`config.mk`:
```
export PLATFORM = sky130hd
export DESIGN_NAME = zbt_sram_core
export DESIGN_NICKNAME = d
export VERILOG_FILES = /design/src/rtl/zbt_pkg.sv /design/src/rtl/zbt_burst_seq.sv /design/src/rtl/zbt_ctrl.sv /design/src/rtl/zbt_array.sv /design/src/rtl/zbt_sram_core.sv
export SDC_FILE = /design/constraint.sdc
export NUM_CORES = 2
export LEC_CHECK = 0
export ABC_AREA = 1
export BUFFER_PORTS_ARGS = -buffer_cell sky130_fd_sc_hd__buf_4
export CELL_PAD_IN_SITES_DETAIL_PLACEMENT = 1
export CELL_PAD_IN_SITES_GLOBAL_PLACEMENT = 1
export CORE_MARGIN = 3
export CORE_UTILIZATION = 30
export CTS_CLUSTER_SIZE = 24
export DETAILED_ROUTE_END_ITERATION = 6
export GPL_TIMING_DRIVEN = 0
export PLACE_DENSITY_LB_ADDON = 0.1
export SYNTH_ARGS = -nofsm -noshare
export SYNTH_HDL_FRONTEND = slang
export SYNTH_HIERARCHICAL = 1
export SYNTH_SLANG_ARGS = --single-unit
```
`constraint.sdc`:
```
create_clock -name clk -period 4.24 [get_ports clk]
set_clock_uncertainty 0.15 [all_clocks]
set_input_delay 0.848 -clock clk [delete_from_list [all_inputs] [get_ports clk]]
set_output_delay 0.848 -clock clk [all_outputs]
set_load 0.05 [all_outputs]
```
`src/rtl/zbt_pkg.sv`:
```
package zbt_pkg;

  // Kind of transfer held in the data-cycle stage
  typedef enum logic [1:0] {
    OP_IDLE  = 2'd0,
    OP_READ  = 2'd1,
    OP_WRITE = 2'd2
  } op_e;

endpackage

```
`src/rtl/zbt_burst_seq.sv`:
```
// Burst beat address: low bits of the load address combined with the beat count.
module zbt_burst_seq #(
  parameter int CNT_W = 2
) (
  input  logic [CNT_W-1:0] base_lo,
  input  logic [CNT_W-1:0] beat,
  input  logic             interleave,
  output logic [CNT_W-1:0] addr_lo
);

  always_comb begin
    if (interleave) addr_lo = base_lo ^ beat;
    else            addr_lo = base_lo + beat;
  end

endmodule

```
`src/rtl/zbt_ctrl.sv`:
```
// Command stage and burst state: decides what the next data cycle does.
module zbt_ctrl
  import zbt_pkg::*;
#(
  parameter int ADDR_W = 6,
  parameter int LANES  = 4,
  parameter int CNT_W  = 2
) (
  input  logic              clk,
  input  logic              rst_n,
  input  logic              cen_n,
  input  logic              sel,
  input  logic              adv_ld,
  input  logic              rw,
  input  logic [LANES-1:0]  bw_n,
  input  logic [ADDR_W-1:0] addr,
  input  logic              burst_ilv,
  output op_e               stg_op,
  output logic [ADDR_W-1:0] stg_addr,
  output logic [LANES-1:0]  stg_bw_n
);

  logic [ADDR_W-1:0] base_q;
  logic [CNT_W-1:0]  beat_q;
  logic              burst_on_q;
  logic              burst_wr_q;
  logic [CNT_W-1:0]  beat_nx;
  logic [CNT_W-1:0]  lo_nx;

  assign beat_nx = beat_q + 1'b1;

  zbt_burst_seq #(.CNT_W(CNT_W)) u_seq (
    .base_lo    (base_q[CNT_W-1:0]),
    .beat       (beat_nx),
    .interleave (burst_ilv),
    .addr_lo    (lo_nx)
  );

  always_ff @(posedge clk or negedge rst_n) begin
    if (!rst_n) begin
      stg_op     <= OP_IDLE;
      stg_addr   <= '0;
      stg_bw_n   <= '1;
      base_q     <= '0;
      beat_q     <= '0;
      burst_on_q <= 1'b0;
      burst_wr_q <= 1'b0;
    end else if (!cen_n) begin
      if (!adv_ld) begin
        if (sel) begin
          base_q     <= addr;
          beat_q     <= '0;
          burst_on_q <= 1'b1;
          burst_wr_q <= !rw;
          stg_op     <= rw ? OP_READ : OP_WRITE;
          stg_addr   <= addr;
          stg_bw_n   <= bw_n;
        end else begin
          burst_on_q <= 1'b0;
          stg_op     <= OP_IDLE;
        end
      end else if (burst_on_q) begin
        beat_q   <= beat_nx;
        stg_op   <= burst_wr_q ? OP_WRITE : OP_READ;
        stg_addr <= {base_q[ADDR_W-1:CNT_W], lo_nx};
        stg_bw_n <= bw_n;
      end else begin
        stg_op <= OP_IDLE;
      end
    end
  end

endmodule

```
`src/rtl/zbt_array.sv`:
```
// Storage with one write port masked per byte lane and a combinational read port.
module zbt_array #(
  parameter int ADDR_W = 6,
  parameter int LANES  = 4,
  parameter int LANE_W = 8,
  localparam int DATA_W = LANES * (LANE_W + 1),
  localparam int DEPTH  = 1 << ADDR_W
) (
  input  logic              clk,
  input  logic              we,
  input  logic [ADDR_W-1:0] waddr,
  input  logic [LANES-1:0]  wlane,
  input  logic [DATA_W-1:0] wdata,
  input  logic [ADDR_W-1:0] raddr,
  output logic [DATA_W-1:0] rdata
);

  logic [DATA_W-1:0] mem [DEPTH];

  for (genvar j = 0; j < LANES; j++) begin : g_lane
    localparam int PB = LANES * LANE_W + j;
    always_ff @(posedge clk) begin
      if (we && wlane[j]) begin
        mem[waddr][j*LANE_W +: LANE_W] <= wdata[j*LANE_W +: LANE_W];
        mem[waddr][PB]                 <= wdata[PB];
      end
    end
  end

  assign rdata = mem[raddr];

endmodule

```
`src/rtl/zbt_sram_core.sv`:
```
module zbt_sram_core
  import zbt_pkg::*;
#(
  parameter int ADDR_W = 6,
  parameter int LANES  = 4,
  parameter int LANE_W = 8,
  parameter int CNT_W  = 2,
  localparam int DATA_W = LANES * (LANE_W + 1)
) (
  input  logic              clk,
  input  logic              rst_n,
  input  logic              cen_n,
  input  logic              ce1_n,
  input  logic              ce2_n,
  input  logic              ce2,
  input  logic              adv_ld,
  input  logic              rw,
  input  logic [LANES-1:0]  bw_n,
  input  logic [ADDR_W-1:0] addr,
  input  logic              burst_ilv,
  input  logic              oe_n,
  input  logic [DATA_W-1:0] din,
  output logic [DATA_W-1:0] dout,
  output logic              dout_vld
);

  op_e               stg_op;
  logic [ADDR_W-1:0] stg_addr;
  logic [LANES-1:0]  stg_bw_n;
  logic [DATA_W-1:0] rdata;
  logic              sel;
  logic              commit;

  assign sel = !ce1_n && !ce2_n && ce2;

  zbt_ctrl #(.ADDR_W(ADDR_W), .LANES(LANES), .CNT_W(CNT_W)) u_ctrl (
    .clk       (clk),
    .rst_n     (rst_n),
    .cen_n     (cen_n),
    .sel       (sel),
    .adv_ld    (adv_ld),
    .rw        (rw),
    .bw_n      (bw_n),
    .addr      (addr),
    .burst_ilv (burst_ilv),
    .stg_op    (stg_op),
    .stg_addr  (stg_addr),
    .stg_bw_n  (stg_bw_n)
  );

  // The write in its data cycle commits on the edge that closes it, unless frozen
  assign commit = !cen_n && (stg_op == OP_WRITE);

  zbt_array #(.ADDR_W(ADDR_W), .LANES(LANES), .LANE_W(LANE_W)) u_array (
    .clk   (clk),
    .we    (commit),
    .waddr (stg_addr),
    .wlane (~stg_bw_n),
    .wdata (din),
    .raddr (stg_addr),
    .rdata (rdata)
  );

  assign dout_vld = (stg_op == OP_READ) && !oe_n;
  assign dout     = dout_vld ? rdata : '0;

endmodule

```
; ---- Word-level counts from Yosys, hierarchy flattened
; Memories as Yosys holds them, arrays and structs flattened.
; Cells that the tools add are included.
[totals]
register_bits = 22
ramBits = 2304
inputBits = 56
out_inout_bits = 37
word_cells = 59
n_memories = 1
[memory_table]
columns = memory, words, word_bits, read_ports, rd_clocked_by_memory_dff, write_ports, line_no
row1 = u_array.mem, 64, 36, 1, 0, 1, zbt_array.sv:18  ; logic [DATA_W-1:0] mem [DEPTH];
[op_classes]
add_sub_neg = 2
n_eq_ne = 3
mux = 25
bitwise_logic = 4
n_reduce_logical = 17
[ops]
columns = op, n
row1 = 36-bit two-way mux, 1
row2 = 2-bit two-way mux, 9
row3 = 6-bit two-way mux, 3
row4 = 4-bit two-way mux, 3
row5 = 1-bit two-way mux, 9
row6 = 1-bit logical AND, 8
row7 = 3-bit AND reduction, 2
row8 = 1-bit logical NOT, 5
row9 = 4-bit NOT, 1
row10 = 2-bit by 1-bit adder with 2-bit output (second input constant), 1
row11 = 2-bit adder, 1
row12 = 2-bit by 1-bit equality test with 1-bit output (second input constant), 1
row13 = 2-bit equality test (second input constant), 1
row14 = 2-bit by 1-bit != test with 1-bit output (second input constant), 1
row15 = 1-bit NOT, 2
row16 = 2-bit AND reduction, 1
row17 = 2-bit nonzero test, 1
row18 = 2-bit bitwise XOR, 1

; ---- Longest topological paths before layout
[logic_depth]
depth_word = 5
depth_mapped = 15
mapped_depth_nobuf = 13

; ---- Hierarchy
; The synthesis kept the hierarchy.
[by_module_without_submodules]
columns = module, n_inst, cells_each, area_per_inst_um2, seq_area_each_um2
row1 = zbt_array, 1, 7848, 93299.5, 69186.4
row2 = zbt_ctrl, 1, 122, 1066.0, 555.5
row3 = zbt_sram_core, 1, 85, 432.9, 0.0
row4 = zbt_burst_seq, 1, 16, 73.8, 0.0

; ---- Worst setup path before layout
; Ideal clock, no wire load.
[synth_path]
kind = flip-flop to output port
start = register u_ctrl.stg_addr[0]
end = output port dout[34]
arrival_time_ns = 2.232
required_ns = 3.242
path_slack_ns = 1.010
path_stages_with_launch = 16
path_buffers = 4
path_cell_list = dfrtp_1 -> buf_4 -> inv_4 -> buf_6 -> buf_6 -> buf_4 -> nand2_1 -> nand3_1 -> nand3_1 -> nand3_1 -> nand3_1 -> nand2_1 -> nand2_1 -> nand2_1 -> inv_1 -> nor2_1
[synth_between]
elab_chain_len = 2
[synth_lines]
columns = item, line_no
row1 = start: declaration, zbt_ctrl.sv:19  ; output logic [ADDR_W-1:0] stg_addr,
row2 = start signal: assignment, zbt_ctrl.sv:56  ; stg_addr <= addr;
row3 = start signal: assignment, zbt_ctrl.sv:65  ; stg_addr <= {base_q[ADDR_W-1:CNT_W], lo_nx};
row4 = memory read 64 x 36 bit, -
row5 = via rdata[34], zbt_sram_core.sv:30  ; logic [DATA_W-1:0] rdata;
row6 = 36-bit two-way mux, zbt_sram_core.sv:65  ; assign dout = dout_vld ? rdata : '0;
row7 = end: declaration, zbt_sram_core.sv:23  ; output logic [DATA_W-1:0] dout,
; The timed path passes the listed nets, and every way through them passes these cells.

; ---- Final worst setup path
[layout_path]
start = register u_ctrl.stg_addr[0]
end = output port dout[35]
; The elaborated chain is that of the path after synthesis.

==> results.cfg <==
[clock_tree]
clkLatencyLatePin_ns = 0.92
cts_buffers = 276
cts_tree = built
cts_root_buffer = clkbuf_16
clk_pin_slew_ns = 0.06
clock-sinks = 2326
cts_max_path_buffers = 4
cts_htree_levels = 5

[grt]
grt_antenna_before_repair = 51
grt_pass1_vias = 70448
grt_pass1_wl_mm = 681
grt-ovfl-total = 0
track_usage = 0.319
grt_max_degree = 65

[critical_path]
path_delay_family = buffers and inverters
critical_path.max_fanout = 10
path_buf_inv = 6
endpoint_kind = output pin
path_cells = buf_12 -> clkinv_16 -> buf_6 -> buf_6 -> nand2_1 -> nand3_1 -> nand3_1 -> nand3_1 -> nand3_1 -> nand2_1 -> nand2_1 -> nand2_8 -> inv_1 -> nor2_2 -> buf_6
start_kind = flop
crit_slowest_cell = dfrtp_4
cpPeakStageDelay_ns = 0.59
critPathMostFrequentCell = nand3_1
critPathArrivalTime_ns = 3.82
criticalPathCategory = flop to output pin
cp.required_ns = 3.24
reg2reg_from = u_ctrl/stg_op[0]
cp-startpoint = u_ctrl/stg_addr[0]

[power_and_ir_drop]
ir_worst_vdd_uv = 301
p_leak_nw = 41.9
powerDensity_nw_per_um2 = 654
finalPower_mw = 77.8

[synthesis]
synth_area_um2 = 94900
synth-xor-area-share = 0
synth_adder_area_share = 0.000132
synth_seq_cells = 2326
synth.avg_cell_area_um2 = 11.8
synth_top_family_by_area = simple AND/OR/NAND/NOR gates
synthMuxAreaShare = 0
synth-compound-area-share = 0.000976
syn_nets = 8128
ys_top_cells_by_area = edfxtp_1, nand3_1, nand2_1
yosysSeqAreaShare = 0.735
yosys_most_used_dff = edfxtp_1
yosys.area.top_type_share = 0.729
synth.distinct_cells = 26
syn_inst = 8071
synth_edf_count = 2304
synth_top_area_cell = edfxtp_1
post-synth-top-count-cell = nand2_1
netlist_top_cells_count = nand2_1, edfxtp_1, nand3_1
yosysWarnings = 6
synth-simple-area-share = 0.233
async_flop_share = 0.00946

[job]
maxCapViolCount = 13

[timing]
rsz0062_at_grt = yes
setup_viol = 270
worstMarginPinSlew_ns = 1.55
fin_ws_ns = -0.579
maxSlewViolCount = 90
fmax_mhz = 207
post-route-period-util = 1.14
fin_crit_ns = 4.82
finalHoldViolCount = 0
maxSlewHeadroom = -0.0395

[detailed_routing]
drt_first_pass_iters = 5
wl_per_cell_um = 41.1
num_vias = 74825
routed_wirelength_mm = 535
vias_per_cell = 5.75
remaining_drc_errors = 0
ant_nets = 0
first_iter_violations = 10556

[placement]
routabilityCongestion = 1.00
place_area_um2 = 104000
io_buffer_count = 91
hpwl_mm = 368

[finish]
syn2layout_area_growth_pct = 25.4
nets = 8693
postLayoutCellArea_um2 = 119000
drive_gt1_frac = 0.204

[floorplan]
die_y_um = 568
io_pins = 93
initial_utilization = 0.303
fp.coreArea_um2 = 313000
chipWidth_um = 568
die_area_um2 = 323000
rows = 205

[run_status]
violations = capacitance limit, slew limit, setup timing
outcome = complete, but fails checks

[hold_path]
worstHoldPathType = input pin to flop
hold_path.startpoint = addr[3]
==> state kept, by name, summed over array words and instances, names as in the netlist <==
signal	cells
u_ctrl/burst_on_q	1
u_ctrl/stg_bw_n	4
u_ctrl/base_q	6
u_array/mem	2304
u_ctrl/burst_wr_q	1
u_ctrl/stg_addr	6
u_ctrl/beat_q	2
u_ctrl/stg_op	2
==> per-stage QoR <==
step / hold slack (ns) / TNS (ns) / utilization / cells / setup slack, ns
after floorplan: 0.305 / 0 / - / 8071 / 1.01
after global placement: 0.315 / -1158.00 / 0.321 / 12302 / -2.32
after detailed placement: 0.326 / -364.88 / 0.331 / 12441 / -1.96
after CTS: 0.00168 / -20.14 / 0.370 / 12948 / -0.617
after global routing: 0.0214 / -18.85 / 0.380 / 12995 / -0.576
final: 0.0469 / -31.63 / 0.380 / 13005 / -0.579
==> cells by family (layout without fill, tap and decap cells) <==
family                     count (synthesis)  after routing
buffers and inverters                    606           1386
AOI/OAI and AO/OA                         14             14
DFF                                     2326           2326
adders and majority gates                  1              1
other                                      0             14
and+or+nand+nor                         5124           5124
==> cells in the final DEF (no fill, tap or decap), types with 13 or more instances in the layout <==
cell type	n
edfxtp_1	2304
nand2_1	2537
inv_1	51
buf_12	47
nor2_4	18
buf_16	61
nand2_2	85
buf_4	215
bufinv_16	14
clkbuf_1	93
nand3_4	90
diode_2	14
buf_2	51
nand3_1	1864
clkbuf_16	299
nor2_1	84
clkbuf_8	15
buf_8	135
clkinv_2	40
nand3_2	199
buf_6	158
clkinv_1	69
clkbuf_4	41
nand2_4	27
nor2_2	194
dfrtp_1	13
clkbuf_2	23
==> tightest hold or removal path, stage by stage <==
cell and delay [ns]:
buf_4 0.08, inv_1 0.04, o21ai_2 0.12
==> final cells by class <==
cell class / count / area [µm²]
fillers: 33253 / 194000
clock buffers: 343 / 7220
clock inverters: 150 / 1320
well taps: 4140 / 5180
inverters: 74 / 340
repair buffers: 286 / 4410
repair inverters: 1 / 16.3
multi-input cells: 5139 / 25400
flip-flops and latches: 2326 / 69800
diodes: 14 / 35.0
plain buffers: 532 / 5360
==> worst paths after layout <==
kind | end | slack, ns | cells after the start
setup / recovery | dout[35] | -0.58 | 15
hold / removal | u_ctrl/base_q[3] | 0.05 | 3
setup reg to reg | u_array/mem[1][24] | -0.17 | 4
hold reg to reg | u_ctrl/base_q[3] | 0.34 | 2
max in group asynchronous | u_ctrl/stg_bw_n[2] | 3.42 | 2
min in group asynchronous | u_ctrl/base_q[1] | 0.22 | 2
==> report_power, final <==
group / internal [mW] / leakage (nW) / switching (mW)
Clock: 13.0 / 4.16 / 10.1
Sequential: 25.4 / 21.0 / 0.113
Combinational: 7.25 / 16.7 / 21.9
==> per-layer routing <==
metal,routed length (µm),GRT usage,vias to the layer above
met4,42800,0.208,14
met5,96,0,-
met3,51000,0.0712,1236
met1,206000,0.408,39443
met2,235000,0.487,4404
li1,-,-,29728
==> what timing repair did <==
action                                  CTS  global route
hold buffers                              7             0
setup endpoints to repair                72            77
gates cloned                              3            21
setup buffers                             4            21
gates resized for setup                1051           549
endpoints found under the hold margin    28             0
pin swaps                                13           165
Note: power is estimated with default switching activity, not from simulation.
